[src/rtl/rbs_pkg.sv]
package rbs_pkg;
  typedef enum logic [3:0] {
    CMD_NOP = 4'b0111,
    CMD_RD  = 4'b0101,
    CMD_WR  = 4'b0100,
    CMD_PRE = 4'b0010
  } cmd_e;

  localparam logic [2:0] BL_CODE_FULL = 3'd7;

  // beats of a fixed burst; the full-page code is handled separately
  function automatic logic [3:0] burst_beats(input logic [2:0] code);
    case (code)
      3'd0:    burst_beats = 4'd1;
      3'd1:    burst_beats = 4'd2;
      3'd2:    burst_beats = 4'd4;
      default: burst_beats = 4'd8;
    endcase
  endfunction
endpackage

[src/rtl/rbs_bank_timer.sv]
module rbs_bank_timer #(
  parameter int NUM_BANKS = 4,
  parameter int TRP_W     = 4,
  localparam int BANK_W   = (NUM_BANKS > 1) ? $clog2(NUM_BANKS) : 1
) (
  input  logic                 clk_i,
  input  logic                 rst_ni,
  input  logic                 load_i,
  input  logic [BANK_W-1:0]    bank_i,
  input  logic [TRP_W-1:0]     trp_i,
  output logic [NUM_BANKS-1:0] busy_o
);
  for (genvar b = 0; b < NUM_BANKS; b++) begin : g_bank
    logic [TRP_W-1:0] cnt_q;
    always_ff @(posedge clk_i or negedge rst_ni) begin
      if (!rst_ni)
        cnt_q <= '0;
      else if (load_i && bank_i == BANK_W'(b))
        cnt_q <= (trp_i == '0) ? '0 : trp_i - 1'b1;
      else if (cnt_q != '0)
        cnt_q <= cnt_q - 1'b1;
    end
    assign busy_o[b] = (cnt_q != '0);
  end
endmodule

[src/rtl/rbs_burst_track.sv]
module rbs_burst_track
  import rbs_pkg::*;
#(
  parameter int LEN_W   = 9,
  localparam int TAIL_W = LEN_W + 2
) (
  input  logic             clk_i,
  input  logic             rst_ni,
  input  logic             start_i,
  input  logic             stop_i,
  input  logic [1:0]       cl_i,
  input  logic [2:0]       bl_i,
  input  logic [LEN_W-1:0] len_i,
  input  logic             ap_i,
  output logic             pre_fire_o,
  output logic             pre_pend_o,
  output logic             tail_live_o
);
  logic [LEN_W-1:0]  pre_q;
  logic [TAIL_W-1:0] tail_q;
  logic              open_q;
  logic [3:0]        beats;
  logic              full_page, trunc;
  logic [TAIL_W-1:0] tail_load;

  always_comb begin
    beats     = burst_beats(bl_i);
    full_page = (bl_i == BL_CODE_FULL);
    trunc     = !ap_i && (len_i != '0) &&
                (full_page || (TAIL_W'(len_i) < TAIL_W'(beats)));
    // cycles from the READ to the last wanted beat
    tail_load = TAIL_W'(cl_i) + (trunc ? TAIL_W'(len_i) : TAIL_W'(beats)) - TAIL_W'(1);
  end

  always_ff @(posedge clk_i or negedge rst_ni) begin
    if (!rst_ni) begin
      pre_q  <= '0;
      tail_q <= '0;
      open_q <= 1'b0;
    end else if (start_i) begin
      pre_q  <= trunc ? len_i : '0;
      tail_q <= tail_load;
      open_q <= full_page && !trunc;
    end else if (stop_i) begin
      pre_q  <= '0;
      tail_q <= '0;
      open_q <= 1'b0;
    end else begin
      if (pre_q != '0)  pre_q  <= pre_q - 1'b1;
      if (tail_q != '0) tail_q <= tail_q - 1'b1;
    end
  end

  assign pre_fire_o  = (pre_q == LEN_W'(1));
  assign pre_pend_o  = (pre_q != '0);
  assign tail_live_o = (tail_q != '0) || open_q;
endmodule

[src/rtl/rbs_turnaround.sv]
module rbs_turnaround #(
  parameter int GAP_W = 4
) (
  input  logic             clk_i,
  input  logic             rst_ni,
  input  logic             start_i,
  input  logic [GAP_W-1:0] gap_i,
  output logic             busy_o,
  output logic             fire_o
);
  logic [GAP_W-1:0] cnt_q;

  always_ff @(posedge clk_i or negedge rst_ni) begin
    if (!rst_ni)           cnt_q <= '0;
    else if (start_i)      cnt_q <= gap_i;
    else if (cnt_q != '0)  cnt_q <= cnt_q - 1'b1;
  end

  assign busy_o = (cnt_q != '0);
  assign fire_o = (cnt_q == GAP_W'(1));
endmodule

[src/rtl/rdburst_sched.sv]
module rdburst_sched
  import rbs_pkg::*;
#(
  parameter int NUM_BANKS = 4,
  parameter int COL_W     = 9,
  parameter int ADDR_W    = 12,
  parameter int AP_BIT    = 10,
  parameter int LEN_W     = 9,
  parameter int TRP_W     = 4,
  parameter int NOP_W     = 3,
  localparam int BANK_W   = (NUM_BANKS > 1) ? $clog2(NUM_BANKS) : 1,
  localparam int GAP_W    = NOP_W + 1
) (
  input  logic              clk_i,
  input  logic              rst_ni,
  input  logic              req_valid_i,
  output logic              req_ready_o,
  input  logic              req_write_i,
  input  logic [BANK_W-1:0] req_bank_i,
  input  logic [COL_W-1:0]  req_col_i,
  input  logic [LEN_W-1:0]  req_len_i,
  input  logic [1:0]        cfg_cl_i,
  input  logic [2:0]        cfg_bl_i,
  input  logic              cfg_ap_i,
  input  logic [TRP_W-1:0]  cfg_trp_i,
  input  logic [NOP_W-1:0]  cfg_nop_i,
  input  logic              cfg_extra_nop_i,
  output logic [3:0]        cmd_o,
  output logic [BANK_W-1:0] ba_o,
  output logic [ADDR_W-1:0] addr_o,
  output logic              dqm_o
);
  logic [NUM_BANKS-1:0] bank_busy;
  logic pre_fire, pre_pend, tail_live, turn_busy, turn_fire;
  logic acc, acc_rd, acc_wr, wr_now, wr_turn;
  logic [GAP_W-1:0] gap;

  logic [BANK_W-1:0] rd_bank_q, wr_bank_q;
  logic [COL_W-1:0]  wr_col_q;

  cmd_e              cmd_q, cmd_d;
  logic [BANK_W-1:0] ba_q, ba_d;
  logic [ADDR_W-1:0] addr_q, addr_d;
  logic              dqm_q, dqm_d;

  assign gap         = GAP_W'(cfg_nop_i) + GAP_W'(cfg_extra_nop_i);
  assign req_ready_o = !turn_busy && !pre_pend && !bank_busy[req_bank_i];
  assign acc         = req_valid_i && req_ready_o;
  assign acc_rd      = acc && !req_write_i;
  assign acc_wr      = acc && req_write_i;
  assign wr_now      = acc_wr && (!tail_live || gap == '0);
  assign wr_turn     = acc_wr && tail_live && (gap != '0);

  rbs_burst_track #(.LEN_W(LEN_W)) u_track (
    .clk_i       (clk_i),
    .rst_ni      (rst_ni),
    .start_i     (acc_rd),
    .stop_i      (acc_wr),
    .cl_i        (cfg_cl_i),
    .bl_i        (cfg_bl_i),
    .len_i       (req_len_i),
    .ap_i        (cfg_ap_i),
    .pre_fire_o  (pre_fire),
    .pre_pend_o  (pre_pend),
    .tail_live_o (tail_live)
  );

  rbs_turnaround #(.GAP_W(GAP_W)) u_turn (
    .clk_i   (clk_i),
    .rst_ni  (rst_ni),
    .start_i (wr_turn),
    .gap_i   (gap),
    .busy_o  (turn_busy),
    .fire_o  (turn_fire)
  );

  rbs_bank_timer #(.NUM_BANKS(NUM_BANKS), .TRP_W(TRP_W)) u_banks (
    .clk_i  (clk_i),
    .rst_ni (rst_ni),
    .load_i (pre_fire),
    .bank_i (rd_bank_q),
    .trp_i  (cfg_trp_i),
    .busy_o (bank_busy)
  );

  always_comb begin
    cmd_d  = CMD_NOP;
    ba_d   = '0;
    addr_d = '0;
    dqm_d  = dqm_q;
    if (acc_rd) begin
      cmd_d          = CMD_RD;
      ba_d           = req_bank_i;
      addr_d         = ADDR_W'(req_col_i);
      addr_d[AP_BIT] = cfg_ap_i;
      dqm_d          = 1'b0;
    end else if (wr_now) begin
      cmd_d          = CMD_WR;
      ba_d           = req_bank_i;
      addr_d         = ADDR_W'(req_col_i);
      addr_d[AP_BIT] = cfg_ap_i;
      dqm_d          = 1'b0;
    end else if (wr_turn) begin
      // mask the device output while it releases the bus; not needed for single beats
      dqm_d = (cfg_bl_i != 3'd0);
    end else if (turn_fire) begin
      cmd_d          = CMD_WR;
      ba_d           = wr_bank_q;
      addr_d         = ADDR_W'(wr_col_q);
      addr_d[AP_BIT] = cfg_ap_i;
      dqm_d          = 1'b0;
    end else if (pre_fire) begin
      cmd_d = CMD_PRE;
      ba_d  = rd_bank_q;
    end
  end

  always_ff @(posedge clk_i or negedge rst_ni) begin
    if (!rst_ni) begin
      cmd_q     <= CMD_NOP;
      ba_q      <= '0;
      addr_q    <= '0;
      dqm_q     <= 1'b1;
      rd_bank_q <= '0;
      wr_bank_q <= '0;
      wr_col_q  <= '0;
    end else begin
      cmd_q  <= cmd_d;
      ba_q   <= ba_d;
      addr_q <= addr_d;
      dqm_q  <= dqm_d;
      if (acc_rd) rd_bank_q <= req_bank_i;
      if (wr_turn) begin
        wr_bank_q <= req_bank_i;
        wr_col_q  <= req_col_i;
      end
    end
  end

  assign cmd_o  = cmd_q;
  assign ba_o   = ba_q;
  assign addr_o = addr_q;
  assign dqm_o  = dqm_q;
endmodule

[config.mk]
export PLATFORM = sky130hd
export DESIGN_NAME = rdburst_sched
export DESIGN_NICKNAME = d
export VERILOG_FILES = /design/src/rtl/rbs_pkg.sv /design/src/rtl/rbs_bank_timer.sv /design/src/rtl/rbs_burst_track.sv /design/src/rtl/rbs_turnaround.sv /design/src/rtl/rdburst_sched.sv
export SDC_FILE = /design/constraint.sdc
export NUM_CORES = 1
export LEC_CHECK = 0
export BUFFER_PORTS_ARGS = -buffer_cell sky130_fd_sc_hd__buf_2
export CAP_MARGIN = 0
export CELL_PAD_IN_SITES_DETAIL_PLACEMENT = 1
export CELL_PAD_IN_SITES_GLOBAL_PLACEMENT = 1
export CORE_MARGIN = 4
export CORE_UTILIZATION = 45
export CTS_BUF_LIST = sky130_fd_sc_hd__clkbuf_16
export DETAILED_ROUTE_END_ITERATION = 8
export PLACE_DENSITY_LB_ADDON = 0.1
export SYNTH_ARGS = -nofsm -noshare
export SYNTH_HDL_FRONTEND = slang
export SYNTH_SLANG_ARGS = --single-unit
[constraint.sdc]
create_clock -name clk_i -period 4.5 [get_ports clk_i]
set_input_delay 0.225 -clock clk_i [delete_from_list [all_inputs] [get_ports clk_i]]
set_output_delay 0.225 -clock clk_i [all_outputs]
set_load 0.02 [all_outputs]
[Word-level counts from Yosys, hierarchy flattened]
Cells that the tools add are included.
Storage, ports and cells
  bits in registers: 73
  output and inout bits: 20
Operators by class
  add/subtract/negate cells: 11
  order comparisons: 2
  equal/unequal tests: 8
  multiplexer cells: 42
  reduce and logical (&&, ||, !) cells: 48
Operators by type and width (number)
  $mux W11: 7
  $mux W4: 12
  $mux W9: 5
  $reduce_bool A4 Y1: 7
  $sub A4 B1 Y4 const B: 6
  $sub A11 B1 Y11 const B: 2
  $reduce_bool A9 Y1: 2
  $logic_and A1 B1 Y1: 15
  $mux W3: 4
  $pmux W4 S3: 1
  $reduce_bool A2 Y1: 6
  $add A2 B11 Y11: 1
  $reduce_bool A11 Y1: 1
  $mux W2: 5
  $eq A9 B1 Y1 const B: 1
  $lt A9 B4 Y1: 1
  $reduce_bool A3 Y1: 3
  $sub A9 B1 Y9 const B: 1
  $logic_not A4 Y1: 2
  $logic_not A1 Y1: 7
  $mux W1: 7
  $add A3 B1 Y4: 1
  $eq A2 B2 Y1 const B: 2
  $eq A4 B1 Y1 const B: 1
  9 further kinds: 11

[Longest topological paths before layout]
Gate-level depths: netlist of the first run.
  depth in word-level cells: 12
  depth in mapped cells: 18
  depth with buffers taken out: 17

[Modules after synthesis]
Synthesis of the first run repeated with hierarchy kept, for this count alone.
Unflattened totals
  cell total of the unflattened synthesis: 447
  area total of the unflattened synthesis: 4536.9 µm²
By module, submodules not included
  rbs_burst_track: times used 1, cells each 226, area an instance 1869.3 µm², sequential area each 525.5 µm²
  rdburst_sched: times used 1, cells each 98, area an instance 1348.8 µm², sequential area each 730.7 µm²
  rbs_bank_timer: times used 1, cells each 98, area an instance 1049.8 µm², sequential area each 400.4 µm²
  rbs_turnaround: times used 1, cells each 25, area an instance 269.0 µm², sequential area each 100.1 µm²

[Worst setup path after synthesis of the first run]
Ideal clock, no wire load.
  kind: input to register
  start point: input port cfg_bl_i[2]
  end point: register u_track.tail_q[9]
  setup time: 82 ps
  arrival time: 3611 ps
  required time: 4418 ps
  slack: 807 ps
  stages: 17
  path through: or3b_2 ha_1 nand4b_1 o32ai_1 o22ai_1 buf_2 nand2_1 o21a_1 ha_1 inv_1 ha_1 fa_1 a21oi_1 o211ai_1 o41a_1 nand3b_1 a31oi_1
On the way
  longest elaborated chain between the ends: 9
  elaborated cells on any way between the ends: 12
  classes of those cells: 2 x add/sub; 1 x order compare; 3 x eq/ne; 3 x mux; 3 x reduce/logical
Ends and longest elaborated chain
  from (decl): line rdburst_sched.sv:23  | input logic [2:0] cfg_bl_i,
  $eq A3 B2 Y1, or another cell as far along: line rbs_pkg.sv:13  | case (code)
  $pmux W4 S3: line rbs_pkg.sv:13
  $lt A9 B4 Y1: line rbs_burst_track.sv:30  | (full_page || (TAIL_W'(len_i) < TAIL_W'(beats)));
  $logic_or A1 B1 Y1: line rbs_burst_track.sv:30
  $logic_and A1 B1 Y1: line rbs_burst_track.sv:29  | trunc = !ap_i && (len_i != '0) &&
  $mux W9 (*): line rbs_burst_track.sv:32  | tail_load = TAIL_W'(cl_i) + (trunc ? TAIL_W'(len_i) : TAIL_W'(beats)) - TAIL_W'(1);
  $add A2 B11 Y11 (*): line rbs_burst_track.sv:32
  $sub A11 B1 Y11 (*): line rbs_burst_track.sv:32
  $mux W11 (*): line rbs_burst_track.sv:40  | end else if (start_i) begin
  to (signal assigned): line rbs_burst_track.sv:42  | tail_q <= tail_load;
  to (signal assigned): line rbs_burst_track.sv:50  | if (tail_q != '0) tail_q <= tail_q - 1'b1;
  to (decl): line rbs_burst_track.sv:20  | logic [TAIL_W-1:0] tail_q;
Every way passes the cells marked *; elsewhere a longest branch is shown, timed or not.
A chain may end at the register's enable or synchronous reset.

[Worst setup path after layout of the first run]
Same ends and word-level chain as after synthesis.

==> summary.txt, run 1 <==
Run status
  – Outcome: complete, but fails checks
  – Violated checks: hold timing

Worst setup path
  – Crit path capture type: flip-flop
  – Reg-to-Reg End: wr_col_q[8]
  – Critical path class: in -> reg
  – R2r setup slk: 1.16 ns
  – Cells on worst reg2reg path: 8
  – Reg2Reg Launch Point: u_banks.g_bank[3].cnt_q[0]
  – Worst Path Arrival: 3.87 ns
  – Critical path origin: cfg_bl_i[2]
  – Crit Path Max Fanout: 6
  – Req. time, crit path: 4.76 ns
  – Worst Setup Start Kind: primary input

Drt
  – Avg WL per Cell: 16.88 um
  – Via Count: 3503
  – Vias per cell: 5.499
  – DRT iter0 DRCs: 101
  – Residual DRC: 0
  – Final ANT Viol Nets: 0
  – Total routed wirelength: around 11000 um
  – DRT Pass-1 Iters: 4

Die
  – Total Die Area: 11250 sq um
  – # rows: 35
  – Die height: about 110 um
  – Top-Level Pins: 58
  – Initial Util: 46.63%
  – Chip Width: 106.1 um
  – Core area: about 9300 sq um

Timing
  – Fin. Hold Viols: 20
  – Final period utilization: about four fifths
  – Min Hold Slack: -0.02225 ns
  – Unrepaired setup endpoints after global routing: false
  – Max Clock Freq: 0.2767 GHz
  – Final setup TNS: 0 ns
  – Slew Limit Fails: 0
  – Worst Skew: about 0.0091 ns
  – Final number of setup-violating endpoints: 0
  – Worst Tran Pin Value: a little over 1 ns
  – Fin crit period: 3.614 ns
  – Slew headroom: 32.73%

Finish
  – Fillers: 1098
  – Fraction of layout cells with a size suffix above 1: 20.28%
  – Area growth from synthesis to layout: 14.86%
  – Diode count: 0
  – Core Util, Final: a little over half
  – Non-filler cells, final: 637
  – Final #Nets: ~570

CTS
  – Clock Latency Late Sink: between 0.3 and 0.4 ns
  – Post-CTS resize count: 0
  – Clock Sinks: 70
  – CTS Buffer Depth: 2
  – Cts hold-fix bufs: 0
  – CTS tree: done
  – Root Buffer: clkbuf_16
  – CTS buffer count: 9
  – Postcts setup bufs: 0
  – CTS clk-pin slew, worst paths: 0.06 ns
  – H-tree levels: 3

Global route
  – Vias in the first global route: around 3700
  – GR Util All Layers: between 20% and 30%
  – Global route overflow: 0
  – Pin count of the biggest net entering global routing: 38
  – First-pass GRT wire length: approximately 18000 um
  – Initial antenna violation count: 0

Synth
  – Post-synthesis adder-cell area fraction: under 10%
  – Mapped Cells: 449
  – Fraction of registers with async set/reset: 100.0%
  – Avg Inst Size Synth: 9.642 sq um
  – Largest family of logic cells by synthesized area: simple AND/OR/NAND/NOR gates
  – Compound-Gate Fraction of Synth Area: 14.74%
  – Mux share of post-synthesis cell area: 6.098%
  – Post-synth EDFFs: 0
  – Post-Synth XOR/XNOR Area: 5.462%
  – Synth Register Bits: 70
  – Synth Warn #: 0
  – Sequential area share after synthesis: between 40% and 50%
  – Synthesized cell area: 4329 sq um
  – Post-synth cell types: 63
  – Most used DFF post-synth: dfrtp_1
  – Simple-gate share of the synthesized area: 18.32%

Placement
  – PortBufs: 54
  – Detailed placer's ending HPWL: slightly above 8000 um
  – Placed Instances: between 600 and 700
  – RePlAce Congestion: 0.8413

Worst hold path
  – Hold WC Path Type: in -> async

Job
  – Max-cap violations: 0

Power
  – Pleak: 2.443 nW
  – PD cells: 341.6 nW/um^2
  – Worst IR drop on VDD: 144.8 uV
[how the worst max path moves through the flow]
stage                        endpoint  slack, ns  cells after the start
finish              u_track.tail_q[9]       0.89                     17
global route        u_track.tail_q[9]       0.61                     17
CTS                 u_track.tail_q[9]       0.89                     17
detailed placement  u_track.tail_q[9]       0.55                     17
global placement    u_track.tail_q[9]       0.62                     17
floorplan           u_track.tail_q[9]       0.81                     17
[power by group]
part	switching [W]	leakage (nW)	internal, W
clock	0.000305	0.135	0.000384
sequential	0.0000315	0.949	0.000669
combinational	0.000172	1.36	0.000137
total	0.000508	2.44	0.00119
[logic make-up after synthesis]
| group | Yosys count |
|---|---|
| buffers and inverters | 47 |
| other | 1 |
| XOR/XNOR | 27 |
| AO/OA/AOI/OAI | 96 |
| AND/OR/NAND/NOR | 154 |
| flip-flops | 70 |
| adder cells (fa/ha/maj) | 32 |
| multiplexers | 22 |
[area by class of cell]
class,count,area [sq um],share of cell area (%)
clock buffer,9,225.2,4.529
timing repair buffer,59,307.8,6.190
multi-input combinational,334,2351,47.28
inverter,29,108.9,2.189
clock inverter,7,61.31,1.233
sequential,70,1757,35.33
tap,129,161.4,3.246
[worst max-delay path, cell delays in order]
cell and delay (ns):
buf_2 0.13, or3b_2 0.49, ha_1 0.29, nand4b_1 0.10, o32ai_1 0.07, o22ai_1 0.41
nand2_1 0.10, o21a_1 0.12, ha_1 0.26, inv_1 0.04, ha_1 0.21, fa_1 0.41
a21oi_1 0.20, o211ai_1 0.15, o41a_1 0.34, nand3b_1 0.16, a31oi_1 0.16
[cell usage after synthesis (4+ instances only)]
master	instances	area (sq um)
a22o_1	9	78.83
inv_1	29	108.9
mux2_4	4	60.06
mux2i_1	8	80.08
or3_1	10	62.56
nand2b_1	6	37.54
xor2_1	12	105.1
o21ai_0	27	135.1
a21oi_1	20	100.1
clkbuf_1	7	26.28
mux2_2	9	101.4
nand3_1	15	75.07
o31ai_1	10	75.07
dfrtp_1	66	1652
buf_4	5	37.54
a211oi_1	5	37.54
nor2_1	35	131.4
dfstp_2	4	105.1
nand2_1	44	165.2
or4_1	4	30.03
nor3_1	11	55.05
nor3b_1	4	30.03
xnor2_1	15	131.4
ha_1	31	387.9
[sequential cells by signal, indices dropped and copies added (netlist names)]
name / count
u_banks.g_bank.cnt_q: 16
wr_bank_q: 2
wr_col_q: 9
addr_o: 10
u_track.pre_q: 9
u_track.tail_q: 11
ba_o: 2
cmd_o: 3
dqm_o: 1
rd_bank_q: 2
u_turn.cnt_q: 4
u_track.open_q: 1
[placed cells by master (no fill, tap or decap), types with 3 or more instances in the layout]
master,synthesis,routed
dfstp_2,4,4
nand3_1,15,15
a22o_1,9,9
nand2_1,44,44
o21ai_0,27,27
conb_1,1,3
or4_1,4,4
ha_1,31,31
a32oi_1,3,3
nor3b_1,4,4
o31ai_1,10,10
buf_4,5,5
mux2i_1,8,8
xor2_1,12,12
or3_1,10,10
o211ai_1,3,3
xnor2_1,15,15
and2_1,3,3
inv_1,29,29
buf_2,2,54
dfrtp_1,66,66
a21oi_1,20,20
and3_1,3,3
nand2b_1,6,6
nor3_1,11,11
inv_6,0,3
mux2_4,4,4
mux2_2,9,9
nor2_1,35,35
clkbuf_16,0,9
a211oi_1,5,5
o21a_1,3,3
[routing by layer]
metal	routed length [um]	vias up	GRT usage, %
li1	-	1691	-
met1	4944	1759	25.66
met2	5376	46	35.15
met3	323	7	3.704
met4	108	0	5.088
met5	0	-	0
[metrics by stage]
step            power, W  instance area (sq um)  setup WS (ns)
2_1_floorplan  0.0009222                   4337         0.8073
3_3_place_gp   0.0009992                   4686         0.6234
3_5_place_dp    0.001025                   4686         0.5534
4_1_cts         0.001718                   4972         0.8928
5_1_grt         0.001797                   4972         0.6136
6_report        0.001699                   4972         0.8859
(Power assumes the default switching activity.)
==> run 2: changes to the inputs <==
ABC_AREA = 1   (was not set)
CORE_UTILIZATION = 39   (was 45)
clock period = 3.2 ns   (was 4.5 ns; I/O delays follow)
==> run 2 against run 1 <==
Against the previous run:
- the run now ends clean
- critical endpoint is now u_track.tail_q[7]
- via count rose by 17%
- synthesized cell count rose by 32%
- clock skew barely moved
- largest power group unchanged
==> summary.txt, run 2 <==
Run status
  – Outcome: finished clean

Timing
  – Max Clock Freq: 0.3452 GHz
  – Fin. Hold Viols: 0 (-100%)
  – Worst Skew: 0.009342 ns (+0.0002733 ns)
  – Final period utilization: approximately 91%
  – Min Hold Slack: 0.03587 ns (+0.05811 ns)
  – Fin crit period: 2.897 ns
  – Worst Tran Pin Value: 0.9117 ns (-0.09360 ns)
  – Slew Limit Fails: 0 (unchanged)
  – Slew headroom: 39.22% (+6.5 points)
  – Final number of setup-violating endpoints: 0 (unchanged)

Die
  – Top-Level Pins: 58 (unchanged)
  – # rows: 39 (+11%)
  – Chip Width: 116.9 um (+10%)
  – Total Die Area: 13660 sq um (+21%)
  – Die height: 116.9 um (+10%)
  – Initial Util: 40.16% (-6.5 points)
  – Core area: 11520 sq um (+24%)

Finish
  – Diode count: 0 (unchanged)
  – Commonest cells after routing, fill and taps aside: nand2_1 (118), inv_1 (89), dfrtp_1 (66)
  – Core Util, Final: 47.59% (-6.0 points)
  – Non-filler cells, final: 820 (+29%)
  – Fraction of layout cells with a size suffix above 1: 21.71% (+1.4 points)
  – Final #Nets: 742 (+29%)
  – Area growth from synthesis to layout: 18.51%
  – Commonest non-fill, non-tap cell in the layout: nand2_1
  – Most flop-heavy register: u_banks.g_bank.cnt_q
  – Max FFs per register: 16 (unchanged)

CTS
  – CTS Buffer Depth: 2 (unchanged)
  – CTS buffer count: 9 (unchanged)
  – H-tree levels: 3 (unchanged)
  – Clock Latency Late Sink: 0.33 ns (about the same)
  – Clock Sinks: 70 (unchanged)
  – Root Buffer: clkbuf_16
  – CTS clk-pin slew, worst paths: 0.06 ns (about the same)
  – CTS tree: done

Synth
  – Synth Warn #: 0 (unchanged)
  – Synth Register Bits: 70 (unchanged)
  – Mapped Cells: 593 (+32%)
  – Post-synth cell types: 41 (-35%)
  – Top cell type's share of synthesized area: 35.71% (-2.4 points)
  – Fraction of registers with async set/reset: 100.0% (unchanged)
  – Sequential area share after synthesis: 37.99% (-2.6 points)
  – Most common library cells after synthesis: nand2_1 (119), inv_1 (88), dfrtp_1 (66)
  – Cell with the most instances after synthesis: nand2_1
  – Post-synth EDFFs: 0 (unchanged)
  – Area leader, netlist: dfrtp_1
  – Avg Inst Size Synth: 7.798 sq um (-19%)
  – Synth top area cells: dfrtp_1 (36%), nand2_1 (9.7%), ha_1 (8.4%)
  – Synthesized cell area: 4624 sq um (+6.8%)
  – Most used DFF post-synth: dfrtp_1

Global route
  – Top Usage Layer GRT: met2
  – GR Util met2: 35.95% (+0.80 points)
  – Initial antenna violation count: 0 (unchanged)
  – GR Util All Layers: 19.25% (-0.85 points)
  – Met1 Use GR: 22.78% (-2.9 points)
  – Vias in the first global route: 4389 (+20%)
  – Met3 Track Usage GR: 2.262% (-1.4 points)
  – Pin count of the biggest net entering global routing: 71 (+87%)
  – First-pass GRT wire length: 20780 um (+15%)
  – Global route overflow: 0 (unchanged)

Worst setup path
  – Reg2Reg Launch Point: u_turn.cnt_q[0]
  – Worst Setup Start Kind: primary input
  – Critical path class: in -> reg
  – R2r setup slk: 0.93 ns (-0.23 ns)
  – Cells on worst reg2reg path: 9 (+1)
  – Worst Path Arrival: 3.16 ns (-0.71 ns)
  – Req. time, crit path: 3.46 ns (-1.30 ns)
  – Crit path capture type: flip-flop
  – Crit Path Max Fanout: 5 (-1)
  – Reg-to-Reg End: u_turn.cnt_q[1]

Placement
  – RePlAce Congestion: 0.7746 (-7.9%)
  – PortBufs: 54 (unchanged)
  – Detailed placer's ending HPWL: 9780 um (+19%)
  – Placed Instances: 804 (+29%)

Power
  – Worst IR drop on VDD: 223.6 uV (+54%)
  – PD cells: 509.7 nW/um^2 (+49%)
  – Pleak: 2.841 nW (+16%)

Drt
  – Via Count: 4115 (+17%)
  – DRT Pass-1 Iters: 4 (unchanged)
  – Vias per cell: 5.018 (-8.7%)
  – Residual DRC: 0 (unchanged)
  – Avg WL per Cell: 15.14 um (-10%)
  – DRT iter0 DRCs: 133 (+32%)
  – Final ANT Viol Nets: 0 (unchanged)
  – Total routed wirelength: 12410 um (+15%)

Job
  – Max-cap violations: 0 (unchanged)

Worst hold path
  – Hold WC Path Type: in -> async
[run 2: worst max path at each step]
stage	startpoint	end	cells past startpoint
after global routing	cfg_bl_i[2]	u_track.tail_q[9]	27
final	cfg_bl_i[2]	u_track.tail_q[7]	25
after global placement	cfg_bl_i[2]	u_track.tail_q[9]	26
after detailed placement	cfg_bl_i[2]	u_track.tail_q[7]	25
after CTS	cfg_bl_i[2]	u_track.tail_q[7]	25
after floorplan	cfg_bl_i[2]	u_track.tail_q[9]	26
[run 2: layer usage]
layer  vias to the layer above  routed length [um]
li1                       2039                   -
met1                      2000                5332
met2                        63                6515
met3                        13                 377
met4                         0                 187
met5                         -                   0
[run 2: power by group]
group / leakage [nW] / internal [W] / switching [W]
combinational: 1.78 / 0.000287 / 0.000395
sequential: 0.909 / 0.00100 / 0.000105
clock: 0.151 / 0.000606 / 0.000397
total: 2.84 / 0.00190 / 0.000896
[run 2: timing repair]
action,in CTS,in global routing
gates resized for setup,0,6
hold buffers,0,0
endpoints found under the setup margin,0,3
buffers inserted,0,0
[run 2: kinds of logic (layout without fill, tap and decap cells)]
group                    after synthesis  in the layout  share of synthesized area (%)
AND/OR/NAND/NOR                      265            265                          27.22
flip-flops                            70             70                          37.99
other                                  1              3                        0.08109
adder cells (fa/ha/maj)               32             32                          8.820
AO/OA/AOI/OAI                         91             91                          10.80
XOR/XNOR                              32             32                          6.061
buffers and inverters                102            184                          9.037
[run 2: area by class of cell]
class                           instances  area (sq um)
Fill cell                            1435          6036
Inverter                               95         356.6
Timing Repair Buffer                   73         412.9
Clock buffer                            9         225.2
Tap cell                              143         178.9
Multi-Input combinational cell        423          2476
Sequential cell                        70          1757
Clock inverter                          7         73.82
[run 2: critical path: stages]
cell and delay, ns:
buf_2 0.13, nor2_2 0.14, nand2_1 0.06, ha_1 0.29, nand2_1 0.07, nand2_1 0.05, nand2_1 0.05, nand2_1 0.04
nor2_1 0.08, nand2_1 0.05, nand2_1 0.09, nand2_2 0.10, nor2_2 0.12, a21oi_1 0.05, ha_1 0.28, inv_1 0.04
ha_1 0.22, fa_2 0.36, inv_1 0.07, nor2_1 0.05, nor2_2 0.13, o21ai_0 0.12, xor2_1 0.19, nand2_2 0.08
a21oi_2 0.14
[run 2: stage by stage]
| step | power, W | setup slack (ns) | setup TNS, ns | cell area (sq um) |
|---|---|---|---|---|
| floorplan | 0.001589 | 0.07686 | 0 | 4632 |
| global placement | 0.001760 | -0.01469 | -0.02637 | 5162 |
| detailed placement | 0.001799 | -0.2728 | -0.7064 | 5162 |
| CTS | 0.002821 | 0.06145 | 0 | 5461 |
| global route | 0.002983 | -0.01763 | -0.02914 | 5480 |
| finish | 0.002794 | 0.3034 | 0 | 5480 |
